## src/rtl/smas_pkg.sv

```systemverilog
package smas_pkg;

    localparam int SMAS_DEFAULT_W = 4;

    // Which arithmetic path the first stage takes.
    typedef enum logic {
        PATH_SUM  = 1'b0,   // signs agree: plain magnitude addition
        PATH_DIFF = 1'b1    // signs differ: two's-complement subtraction
    } path_e;

    // Control word of the first stage, derived from the sign inputs only.
    typedef struct packed {
        path_e path;
        logic  inv_x;   // complement x in stage one
        logic  inv_y;   // complement y in stage one
        logic  cin;     // carry injected into stage one
    } stage1_ctrl_t;

endpackage

```

## src/rtl/smas_cond_invert.sv

```systemverilog
module smas_cond_invert #(
    parameter int W = 4
) (
    input  logic [W-1:0] din,
    input  logic         inv,
    output logic [W-1:0] dout
);

    // One XOR per bit acts as a controlled inverter.
    for (genvar i = 0; i < W; i++) begin : g_bit
        assign dout[i] = din[i] ^ inv;
    end

endmodule

```

## src/rtl/smas_ripple_add.sv

```systemverilog
module smas_ripple_add #(
    parameter int W = 4
) (
    input  logic [W-1:0] a,
    input  logic [W-1:0] b,
    input  logic         cin,
    output logic [W-1:0] sum,
    output logic         cout
);

    logic [W:0] carry;

    assign carry[0] = cin;

    // Chain of full adders, one per bit.
    for (genvar i = 0; i < W; i++) begin : g_fa
        logic p;
        assign p          = a[i] ^ b[i];
        assign sum[i]     = p ^ carry[i];
        assign carry[i+1] = (a[i] & b[i]) | (p & carry[i]);
    end

    assign cout = carry[W];

endmodule

```

## src/rtl/smas_unit.sv

```systemverilog
module smas_unit
    import smas_pkg::*;
#(
    parameter int W = SMAS_DEFAULT_W
) (
    input  logic [W-1:0] x_mag,
    input  logic         x_neg,
    input  logic [W-1:0] y_mag,
    input  logic         y_neg,
    output logic         res_neg,
    output logic [W:0]   res_mag
);

    localparam logic [W-1:0] ZERO_W = '0;

    stage1_ctrl_t ctrl_d;

    logic [W-1:0] x_op, y_op;
    logic [W-1:0] s1_sum;
    logic         s1_cout;
    logic         fix_d;       // intermediate is negative: re-complement it
    logic [W-1:0] s2_b;
    logic [W-1:0] s2_a;
    logic [W-1:0] s2_sum;
    logic         unused_s2_cout;
    logic         mag_top_d;
    logic         nonzero_d;

    // Stage-one control from the two sign controls.
    always_comb begin
        ctrl_d.path  = (x_neg ^ y_neg) ? PATH_DIFF : PATH_SUM;
        ctrl_d.inv_x = (ctrl_d.path == PATH_DIFF) & x_neg;
        ctrl_d.inv_y = (ctrl_d.path == PATH_DIFF) & y_neg;
        ctrl_d.cin   = (ctrl_d.path == PATH_DIFF);
    end

    smas_cond_invert #(.W(W)) u_inv_x (
        .din  (x_mag),
        .inv  (ctrl_d.inv_x),
        .dout (x_op)
    );

    smas_cond_invert #(.W(W)) u_inv_y (
        .din  (y_mag),
        .inv  (ctrl_d.inv_y),
        .dout (y_op)
    );

    smas_ripple_add #(.W(W)) u_add_first (
        .a    (x_op),
        .b    (y_op),
        .cin  (ctrl_d.cin),
        .sum  (s1_sum),
        .cout (s1_cout)
    );

    // On the difference path a missing carry means a borrow: the
    // positive operand was the smaller one, so the sum is negative.
    always_comb begin
        fix_d = (ctrl_d.path == PATH_DIFF) & ~s1_cout;
        s2_a  = {ZERO_W[W-1:1], fix_d};
    end

    smas_cond_invert #(.W(W)) u_inv_sum (
        .din  (s1_sum),
        .inv  (fix_d),
        .dout (s2_b)
    );

    smas_ripple_add #(.W(W)) u_add_second (
        .a    (s2_a),
        .b    (s2_b),
        .cin  (1'b0),
        .sum  (s2_sum),
        .cout (unused_s2_cout)
    );

    // Assemble sign and magnitude.
    always_comb begin
        mag_top_d = (ctrl_d.path == PATH_SUM) & s1_cout;
        nonzero_d = mag_top_d | (|s2_sum);
        res_mag   = {mag_top_d, s2_sum};
        if (ctrl_d.path == PATH_DIFF) begin
            res_neg = fix_d;
        end else begin
            res_neg = x_neg & nonzero_d;
        end
    end

endmodule

```

## config.mk

```make
export PLATFORM = sky130hd
export DESIGN_NAME = smas_unit
export DESIGN_NICKNAME = d
export VERILOG_FILES = /design/src/rtl/smas_pkg.sv /design/src/rtl/smas_cond_invert.sv /design/src/rtl/smas_ripple_add.sv /design/src/rtl/smas_unit.sv
export SDC_FILE = /design/constraint.sdc
export NUM_CORES = 1
export LEC_CHECK = 0
export ABC_AREA = 1
export ABC_CLOCK_PERIOD_IN_PS = 4000
export BUFFER_PORTS_ARGS = -buffer_cell sky130_fd_sc_hd__buf_4
export CAP_MARGIN = 25
export CORE_MARGIN = 3
export CORE_UTILIZATION = 31
export DETAILED_ROUTE_END_ITERATION = 7
export PLACE_DENSITY = 0.52
export SYNTH_ARGS = -nofsm -noshare
export SYNTH_HDL_FRONTEND = slang
export SYNTH_HIERARCHICAL = 1
export SYNTH_SLANG_ARGS = --single-unit
```

## constraint.sdc

```tcl
create_clock -name vclk -period 4
set_input_delay 0.2 -clock vclk [all_inputs]
set_output_delay 0.2 -clock vclk [all_outputs]
set_load 0.005 [all_outputs]
```

# == After elaboration in Yosys (flattened, before gate mapping) ==
# Cells that the tools add are included.
# op_classes
n_lt_le_gt_ge,0
shift,0
n_div,0
multipliers,0
n_eq_ne,0
bitwise,48
add_sub_neg,0
reduce_logical,1
mux,2
# ops
cell,n
1-bit XOR,25
1-bit AND,16
1-bit bitwise OR,5
4-bit OR reduction,1
1-bit 2-to-1 mux,2
1-bit inverter,2
# word_totals
inputBits,10
latchBits,0
memories,0
ff_bits,0
ram_bits,0
elab_cells,51
output_inout_bits,6
rom_bits,0

# == Longest topological paths before layout ==
# logic_depth
depth_word,24
mapped_depth,29
ltp_nobuf,29

# == Modules after synthesis ==
# The synthesis kept the hierarchy.
# modules_own_cells
module,n_inst,cells_per_inst,area_per_inst_um2
smas_ripple_add,2,14,117.6
smas_cond_invert,3,17,63.8
smas_unit,1,19,93.8

# == Worst setup path before layout ==
# OpenSTA, ideal clock, no wires.
# synth_path
path_kind,input -> output
from,input y_neg
to,output res_neg
arrival_ns,4.048
required_ns,3.800
stages,29
slack_ns,-0.248
path_cell_list,inv_1 ha_1 inv_2 nand2_1 nand2_1 inv_1 fa_1 inv_1 fa_1 fa_1 inv_1 fa_1 inv_1 nor2_1 inv_2 nand2_1 nand2_1 inv_1 fa_1 inv_1 fa_1 fa_1 inv_1 fa_1 inv_1 nor2_1 nand3_1 nand2_1 nand2_1
# synth_lines
element,line,rtl
start: declaration,smas_unit.sv:9,"input logic y_neg,"
end: declaration,smas_unit.sv:10,"output logic res_neg,"

==> results.md <==
* Synthesized instance count at 97
* Final Critical Period at 4.16 ns
* RSZ-0062 raised after global routing: yes
* Die Footprint at 2190 sq um
* Worst Path Required at 3.80 ns
* Avg Cell Area, Syn at 5.33 sq um
* Total iterations of the first detailed-routing run at 2
* Core Area at 1540 sq um
* Max incr delay on CP at 0.41 ns
* Initial drt markers at 1
* Vias per cell at 3.75
* # port buffers at 16
* Vias at 532
* Hpwl dp at 876 um
* Crit Path Class: in -> out
* DRT Wirelength at 913 um
* Failing checks: negative setup slack
* CLK BUF at 0
* Residual DRC at 0
* Final setup TNS at -0.199 ns
* CP bufs+invs at 13
* Leak at 0.527 nW
* Hold_ws at 0.761 ns
* Vias in the first global route at 370
* Nets at 148
* Power Density at 280 nW/um^2
* DP Area at 761 sq um
* Post-DRT Antenna Nets at 0
* Congestion Overflow GR at 0
* YS warnings at 6
* Initial antenna violation count at 0
* Crit path top cell by count: inv_2
* Register Area at 0 sq um
* Share of layout cells above drive strength 1 at 42.1%
* Crit-path slowest cell: fa_1
* Worst setup SP type: input port
* Initial Util at 33.5%
* Final Hold Vio Count at 0
* Die height at 46.8 um
* DR WL/cell at 6.43 um
* Peak VDD IR at 0.105 mV
* Hold crit path type: in -> out
* Die width at 46.8 um
* Power, Total at 0.228 mW
* Placer Congestion at 0.724
* Status: finished with violations
* Critical path fanouts, max at 4
* Fmax at 240 MHz
* First-pass GRT wire length at 1340 um
* Worst EP arrival at 3.96 ns
* # IOs at 16
* Final setup viols at 2
* Ant diodes at 0
* Netlist Area Pre-Place at 517 sq um
* Max-Cap Viols at 0
* Fin worst setup slack at -0.163 ns
* CP top delay family: adder cells
* Std cell rows at 14
* GRT Total Usage at 8.02%
* Design area at 816 sq um
* Area added between synthesis and finish at 57.9%
* Period utilization at 104%
* Pin count of the biggest net entering global routing at 5
* Crit. End Element: output port
* Sequential cell count at 0
* Slew Viols, Final at 0
-- through the flow --
step / util (%) / cells / setup slack [ns]
4_1_cts: 51.6 / 140 / -0.226
3_3_place_gp: 49.4 / 139 / -0.349
5_1_grt: 52.9 / 142 / -0.375
6_report: 52.9 / 142 / -0.163
3_5_place_dp: 49.4 / 139 / -0.379
2_1_floorplan: - / 100 / 0.0222
-- cell usage in the layout (no fill, tap or decap) --
master	instances
nor2_4	1
ha_4	2
nand3_1	1
fa_1	1
conb_1	4
nor2_1	2
buf_4	24
inv_4	1
nand2_2	2
buf_6	2
inv_2	13
nand2_1	38
buf_8	1
inv_1	27
fa_2	7
-- worst paths after layout --
path,start,to,slack [ns],depth (start not counted)
max,y_neg,res_neg,-0.16,31
min,x_neg,res_neg,0.76,6
-- timing repair --
item | in CTS | in global routing
resized for setup | 18 | 2
setup endpoints to repair | 2 | 2
hold buffers | 0 | 0
setup buffers | 1 | 2
cloned | 0 | 0
pin swaps | 2 | 2
-- layout make-up --
class	instances	area, sq um
fill	170	726
inverter	41	156
multi-input combinational	58	422
tap	16	20.0
timing repair buffer	27	218
-- per-layer routing --
layer  up-vias  share of wire (%)  track usage (%)
met4         0                  0                0
met2         8                 54             15.7
li1        304                  -                -
met3         0                4.2                0
met5         -                  0                0
met1       220                 42             10.4
-- power by group --
| group | leakage, nW | internal [mW] | switching (mW) |
|---|---|---|---|
| logic | 0.527 | 0.123 | 0.106 |
| clock network | 0 | 0 | 0 |
| registers | 0 | 0 | 0 |
| total | 0.527 | 0.123 | 0.106 |
Note: power is estimated with default switching activity, not from simulation.
